--- src/rtl/smem_burst_pkg.sv ---
package smem_burst_pkg;
  localparam int BEAT_W    = 3;
  localparam int MIN_BEATS = 2;
  localparam int MAX_BEATS = 4;

  // Clamp a requested beat count into the legal burst range.
  function automatic logic [BEAT_W-1:0] clamp_beats(input logic [BEAT_W-1:0] req);
    if (int'(req) < MIN_BEATS) return BEAT_W'(MIN_BEATS);
    if (int'(req) > MAX_BEATS) return BEAT_W'(MAX_BEATS);
    return req;
  endfunction

  // Effective wait count: strobe-captured memories need at least one.
  function automatic int unsigned eff_wait(input int unsigned req, input logic strobe);
    if (strobe && req == 0) return 1;
    return req;
  endfunction

  // Address increment for one beat of the given size.
  function automatic logic [2:0] addr_step(input logic word);
    return word ? 3'd4 : 3'd2;
  endfunction
endpackage

--- src/rtl/smem_wait_timer.sv ---
module smem_wait_timer #(
  parameter int WW = 4
) (
  input  logic          clk,
  input  logic          rst_n,
  input  logic          start_acc,
  input  logic          next_beat,
  input  logic          active,
  input  logic [WW-1:0] wait_in,
  input  logic          strobe_in,
  input  logic          ext_rdy,
  output logic          xfer_ok,
  output logic          in_wait,
  output logic          zero_wait
);
  import smem_burst_pkg::*;

  logic [WW-1:0] wl_q;
  logic [WW-1:0] weff_q;
  logic [WW-1:0] weff_new;
  logic          strobe_q;
  logic          rdy_q;

  assign weff_new = WW'(eff_wait(32'(wait_in), strobe_in));

  always_ff @(posedge clk or negedge rst_n) begin
    if (!rst_n) begin
      wl_q     <= '0;
      weff_q   <= '0;
      strobe_q <= 1'b0;
    end else if (start_acc) begin
      weff_q   <= weff_new;
      strobe_q <= strobe_in;
      wl_q     <= weff_new;
    end else if (next_beat) begin
      wl_q <= weff_q;
    end else if (active && wl_q != '0) begin
      wl_q <= wl_q - 1'b1;
    end
  end

  // Ready is captured mid-cycle, ahead of the transfer edge.
  always_ff @(negedge clk or negedge rst_n) begin
    if (!rst_n) rdy_q <= 1'b1;
    else        rdy_q <= ext_rdy;
  end

  assign in_wait   = wl_q != '0;
  assign zero_wait = weff_q == '0;
  assign xfer_ok   = active && !in_wait && rdy_q;


  strobe_min_wait_chk: assert property (@(posedge clk) disable iff (!rst_n)
    (active && strobe_q) |-> weff_q != '0);
endmodule

--- src/rtl/smem_beat_seq.sv ---
module smem_beat_seq (
  input  logic                              clk,
  input  logic                              rst_n,
  input  logic                              start_acc,
  input  logic [smem_burst_pkg::BEAT_W-1:0] beat_req,
  input  logic                              xfer_ok,
  output logic                              active,
  output logic                              next_beat,
  output logic                              finish,
  output logic                              done
);
  import smem_burst_pkg::*;

  logic [BEAT_W-1:0] idx_q;
  logic [BEAT_W-1:0] total_q;
  logic              active_q;
  logic              done_q;
  logic              last;

  assign last      = idx_q == total_q - 1'b1;
  assign next_beat = xfer_ok && !last;
  assign finish    = xfer_ok && last;

  always_ff @(posedge clk or negedge rst_n) begin
    if (!rst_n) begin
      active_q <= 1'b0;
      idx_q    <= '0;
      total_q  <= BEAT_W'(MIN_BEATS);
      done_q   <= 1'b0;
    end else begin
      done_q <= finish;
      if (start_acc) begin
        active_q <= 1'b1;
        idx_q    <= '0;
        total_q  <= clamp_beats(beat_req);
      end else if (finish) begin
        active_q <= 1'b0;
      end else if (next_beat) begin
        idx_q <= idx_q + 1'b1;
      end
    end
  end

  assign active = active_q;
  assign done   = done_q;


  beat_range_chk: assert property (@(posedge clk) disable iff (!rst_n)
    active_q |-> (int'(total_q) >= MIN_BEATS && int'(total_q) <= MAX_BEATS && idx_q < total_q));
endmodule

--- src/rtl/smem_addr_gen.sv ---
module smem_addr_gen #(
  parameter int AW = 32,
  parameter int DW = 32
) (
  input  logic          clk,
  input  logic          rst_n,
  input  logic          start_acc,
  input  logic          next_beat,
  input  logic          active,
  input  logic [AW-1:0] base_addr,
  input  logic          word_sel,
  input  logic [DW-1:0] wr_data,
  output logic [AW-1:0] mem_addr,
  output logic [DW-1:0] mem_dq,
  output logic          half_sel
);
  import smem_burst_pkg::*;

  logic [AW-1:0] addr_q;
  logic [DW-1:0] data_q;
  logic          word_q;

  always_ff @(posedge clk or negedge rst_n) begin
    if (!rst_n) begin
      addr_q <= '0;
      data_q <= '0;
      word_q <= 1'b1;
    end else if (start_acc) begin
      addr_q <= base_addr;
      data_q <= wr_data;
      word_q <= word_sel;
    end else if (next_beat) begin
      addr_q <= addr_q + AW'(addr_step(word_q));
      data_q <= wr_data;
    end
  end

  assign mem_addr = active ? addr_q : '0;
  assign mem_dq   = active ? data_q : '0;
  assign half_sel = active && !word_q;


  addr_step_chk: assert property (@(posedge clk) disable iff (!rst_n)
    next_beat |=> addr_q == $past(addr_q) + AW'(word_q ? 4 : 2));
endmodule

--- src/rtl/smem_burst_wr.sv ---
module smem_burst_wr #(
  parameter int AW = 32,
  parameter int DW = 32,
  parameter int WW = 4
) (
  input  logic          clk,
  input  logic          rst_n,
  input  logic          start,
  input  logic [AW-1:0] base_addr,
  input  logic [2:0]    beat_req,
  input  logic [WW-1:0] wait_req,
  input  logic          word_sel,
  input  logic          strobe_mode,
  input  logic [DW-1:0] wr_data,
  input  logic          ext_rdy,
  output logic          data_pop,
  output logic          cs_n,
  output logic [AW-1:0] mem_addr,
  output logic [DW-1:0] mem_dq,
  output logic          we_n,
  output logic          oe_n,
  output logic          half_sel,
  output logic          done
);
  logic active;
  logic start_acc;
  logic next_beat;
  logic finish;
  logic xfer_ok;
  logic in_wait;
  logic zero_wait;

  assign start_acc = start && !active;

  smem_beat_seq u_seq (
    .clk       (clk),
    .rst_n     (rst_n),
    .start_acc (start_acc),
    .beat_req  (beat_req),
    .xfer_ok   (xfer_ok),
    .active    (active),
    .next_beat (next_beat),
    .finish    (finish),
    .done      (done)
  );

  smem_wait_timer #(.WW(WW)) u_timer (
    .clk       (clk),
    .rst_n     (rst_n),
    .start_acc (start_acc),
    .next_beat (next_beat),
    .active    (active),
    .wait_in   (wait_req),
    .strobe_in (strobe_mode),
    .ext_rdy   (ext_rdy),
    .xfer_ok   (xfer_ok),
    .in_wait   (in_wait),
    .zero_wait (zero_wait)
  );

  smem_addr_gen #(.AW(AW), .DW(DW)) u_addr (
    .clk       (clk),
    .rst_n     (rst_n),
    .start_acc (start_acc),
    .next_beat (next_beat),
    .active    (active),
    .base_addr (base_addr),
    .word_sel  (word_sel),
    .wr_data   (wr_data),
    .mem_addr  (mem_addr),
    .mem_dq    (mem_dq),
    .half_sel  (half_sel)
  );

  assign data_pop = start_acc || next_beat;
  assign cs_n     = !active;
  assign we_n     = !(active && (in_wait || zero_wait));
  assign oe_n     = 1'b1;


  cs_release_chk: assert property (@(posedge clk) disable iff (!rst_n)
    $rose(cs_n) |-> done);


  done_pulse_chk: assert property (@(posedge clk) disable iff (!rst_n)
    done |=> !done);


  dq_hold_chk: assert property (@(posedge clk) disable iff (!rst_n)
    (active && !data_pop) |=> (cs_n || $stable(mem_dq)));
endmodule

--- config.mk ---
export PLATFORM = sky130hd
export DESIGN_NAME = smem_burst_wr
export DESIGN_NICKNAME = d
export VERILOG_FILES = /design/src/rtl/smem_burst_pkg.sv /design/src/rtl/smem_wait_timer.sv /design/src/rtl/smem_beat_seq.sv /design/src/rtl/smem_addr_gen.sv /design/src/rtl/smem_burst_wr.sv
export SDC_FILE = /design/constraint.sdc
export NUM_CORES = 1
export LEC_CHECK = 0
export ABC_CLOCK_PERIOD_IN_PS = 8470
export BUFFER_PORTS_ARGS = -buffer_cell sky130_fd_sc_hd__buf_2
export CORE_MARGIN = 5
export CORE_UTILIZATION = 55
export DETAILED_ROUTE_END_ITERATION = 10
export GPL_TIMING_DRIVEN = 0
export PLACE_DENSITY_LB_ADDON = 0.08
export SLEW_MARGIN = 10
export SYNTH_ARGS = -nofsm -noshare
export SYNTH_HDL_FRONTEND = slang
export SYNTH_SLANG_ARGS = --single-unit
--- constraint.sdc ---
create_clock -name clk -period 8.47 [get_ports clk]
set_clock_uncertainty 0.1 [all_clocks]
set_input_delay 0.847 -clock clk [delete_from_list [all_inputs] [get_ports clk]]
set_output_delay 0.847 -clock clk [all_outputs]
set_load 0.02 [all_outputs]
==> results.ini <==
[outcome]
status = complete, no violations

[drt]
viasPerCell = 5.32
wl_met2_um = 5800
num_vias = 4249
dr.pass1.iters = 5
wl_met3_um = 864
wire_per_inst_um = 15.5
wl_met1_um = 5490
finalWirelength_um = 12300
drtIter0Drc = 206
antenna_left = 0
highest_layer = met4
post-route-drc-count = 0

[grt]
grt_usage_pct = 24.6
grt_pass1_vias = 4170
antenna_found_initial = 0
grt_pass1_wl_um = 19900
grt_max_degree = 47
grt-ovfl-total = 0

[cts]
h-tree-depth = 3
hold_buffers = 0
cts.path.max_buffers = 2
clock_sinks = 82
path_clk_slew_ps = 80
cts_tree = done
post_cts_buffers = 0
clock_latency_ps = 390
cts_root_buffer = clkbuf_8
cts.repair.resized = 0
cts-buffers-inserted = 9

[pwr]
power_frac_seq_pct = 32.3
intPower_w = 0.00121
p_sw_w = 0.00108
ir_drop_uv = 202
switching_share_pct = 47.2
p_per_area_mw_per_mm2 = 411
clkPwrFrac_pct = 13.3
pwr-share-comb_pct = 54.3
power_leakage_nw = 2.69

[final_layout]
drive_gt1_share_pct = 25.4
fin_nets = 772
diodes = 0
regArea_mm2 = 0.00206
area_growth_pct = 24.7
stdcell_area_mm2 = 0.00559
fill_cells = 715
multi_input_area_mm2 = 0.00223
fin_cells = 798

[critical_path]
startpoint_type = flip-flop
cp_max_fo = 10
crit_buf_inv = 4
cpMaxStageDelayCell = dfstp_2
worstSetupPathType = flip-flop to output port
critPathCaptureType = output port
crit_chain = and3_1 -> a21oi_1 -> inv_1 -> clkbuf_1 -> buf_1 -> buf_2
crit_required_ps = 7520
critical_path.max_stage_delay_ps = 530
critical_path.top_delay_family = buffers and inverters
arrival_ps = 6920

[placement]
place_congestion = 0.849
portBuffers = 145
dp_cells = 782
place_area_mm2 = 0.00537
place_ws_ps = 1020
place_hpwl_um = 9260

[synthesis]
yosys_warnings = 0
synth-edff-count = 0
synth_cell_types = 51
yosysSeqAreaShare_pct = 45.8
ys_seq_elements = 82
synth-async-reset-ratio_pct = 100
yosys_most_used_dff = dfrtp_1
synth_fp_nets = 615
syn-cell-area_mm2 = 0.00448
avgSynthCellArea_um2 = 8.45
syn_inst = 531

[floorplan]
rows = 33
start_util_pct = 55.4
dieArea_mm2 = 0.0101
fp.dieH_um = 100
coreArea_mm2 = 0.00809
dieWidth_um = 100
ios = 147

[sta]
setup_violations = 0
report.final.slew_viol_count = 0
hold_slack_ps = 360
rsz0062_at_grt = no
setup_slack_ps = 600
fin_setup_tns_ps = 0
relSlewSlack_pct = 43.9
hold_viol = 0
tightest_slew_ps = 841

[run]
maxCapViolCount = 0

[min_path]
hold_path_class = primary input to async pin

==> metrics by stage <==
stage / total power [W] / util [%]
after floorplan: 0.00157 / -
after global placement: 0.00195 / 66.0
after detailed placement: 0.00199 / 66.4
after CTS: 0.00230 / 69.1
after global routing: 0.00247 / 69.1
final: 0.00230 / 69.1
==> cell type report <==
| class | instances | area share, % |
|---|---|---|
| flip-flops and latches | 82 | 36.8 |
| clock buffers | 14 | 3.67 |
| plain buffers | 32 | 2.66 |
| inverters | 11 | 0.739 |
| multi-input cells | 405 | 40.0 |
| clock inverters | 3 | 0.313 |
| repair buffers | 146 | 13.5 |
| well taps | 105 | 2.35 |
==> synth_stat cells (6+ instances only) <==
cell / number / area share [%]
nand2_1: 154 / 13
dfrtp_1: 79 / 44
and2_1: 63 / 8.8
o21ai_0: 27 / 3.0
clkbuf_1: 23 / 1.9
nor2_1: 23 / 1.9
xnor2_1: 19 / 3.7
nor4_1: 16 / 2.2
a31oi_1: 11 / 1.5
inv_1: 11 / 0.92
nand3_1: 11 / 1.2
nand4_1: 8 / 1.1
a21oi_1: 7 / 0.78
ha_1: 6 / 1.7
or4_1: 6 / 1.0
==> cells by family (layout without fill, tap and decap cells) <==
logic type               Yosys count  in the layout  synth area share [%]
multiplexers                       2              2                 0.474
flip-flops                        82             82                  45.8
other                              1              1                0.0836
AO/OA/AOI/OAI                     62             62                  8.45
adder cells (fa/ha/maj)            7              7                  2.12
buffers and inverters             44            206                  4.32
AND/OR/NAND/NOR                  309            309                  33.7
XOR/XNOR                          24             24                  4.99
==> path summary, 6_finish.rpt <==
check	from	endpoint	slack, ps	depth (start not counted)
max in group asynchronous	rst_n	u_timer.rdy_q	3050	2
worst min register to register	u_addr.data_q[20]	u_addr.data_q[20]	360	2
worst min-delay path	rst_n	u_addr.data_q[6]	360	1
min in group clk	u_addr.data_q[20]	u_addr.data_q[20]	360	2
worst max-delay path	u_timer.rdy_q	data_pop	600	6
worst max register to register	u_timer.rdy_q	u_addr.addr_q[2]	1770	6
==> layout by cell type (no fill, tap or decap), types with 3 or more instances in the layout <==
cell type	Yosys	layout
or4_1	6	6
dfstp_2	3	3
xnor2_1	19	19
and3_1	4	4
a31oi_1	11	11
nor4_1	16	16
a21oi_1	7	7
nand2_1	154	154
clkbuf_8	0	11
nand4_1	8	8
buf_1	3	3
nand3_1	11	11
xor2_1	4	4
o31ai_1	5	5
buf_2	2	146
ha_1	6	6
and2_1	63	63
buf_6	3	3
and4_1	5	5
dfrtp_1	79	79
inv_1	11	11
clkbuf_1	23	24
nor2_1	23	23
o21ai_0	27	27
nor3_1	5	5
==> state kept, by name (all words and copies together), names as in the netlist <==
| name | cells |
|---|---|
| u_addr.addr_q | 32 |
| u_addr.data_q | 32 |
| u_timer.weff_q | 4 |
| u_timer.wl_q | 4 |
| u_seq.idx_q | 3 |
| u_seq.total_q | 3 |
| u_addr.word_q | 1 |
| u_seq.active | 1 |
| u_seq.done | 1 |
| u_timer.rdy_q | 1 |
==> power groups by stage <==
stage | Sequential (W) | Combinational (W) | Clock, W
finish | 0.000743 | 0.00125 | 0.000306
global route | 0.000768 | 0.00137 | 0.000326
CTS | 0.000738 | 0.00126 | 0.000307
detailed placement | 0.000744 | 0.00125 | 0.00000148
global placement | 0.000733 | 0.00122 | 0.00000148
floorplan | 0.000699 | 0.000872 | 0.00000148
==> metal layers <==
metal  track usage (%)  vias to the layer above
met1              34.1                     1979
met2              40.6                      154
met5                 0                        -
li1                  -                     2098
met3              2.85                       18
met4              7.46                        0
No activity file was read; power rests on OpenSTA's default activity.
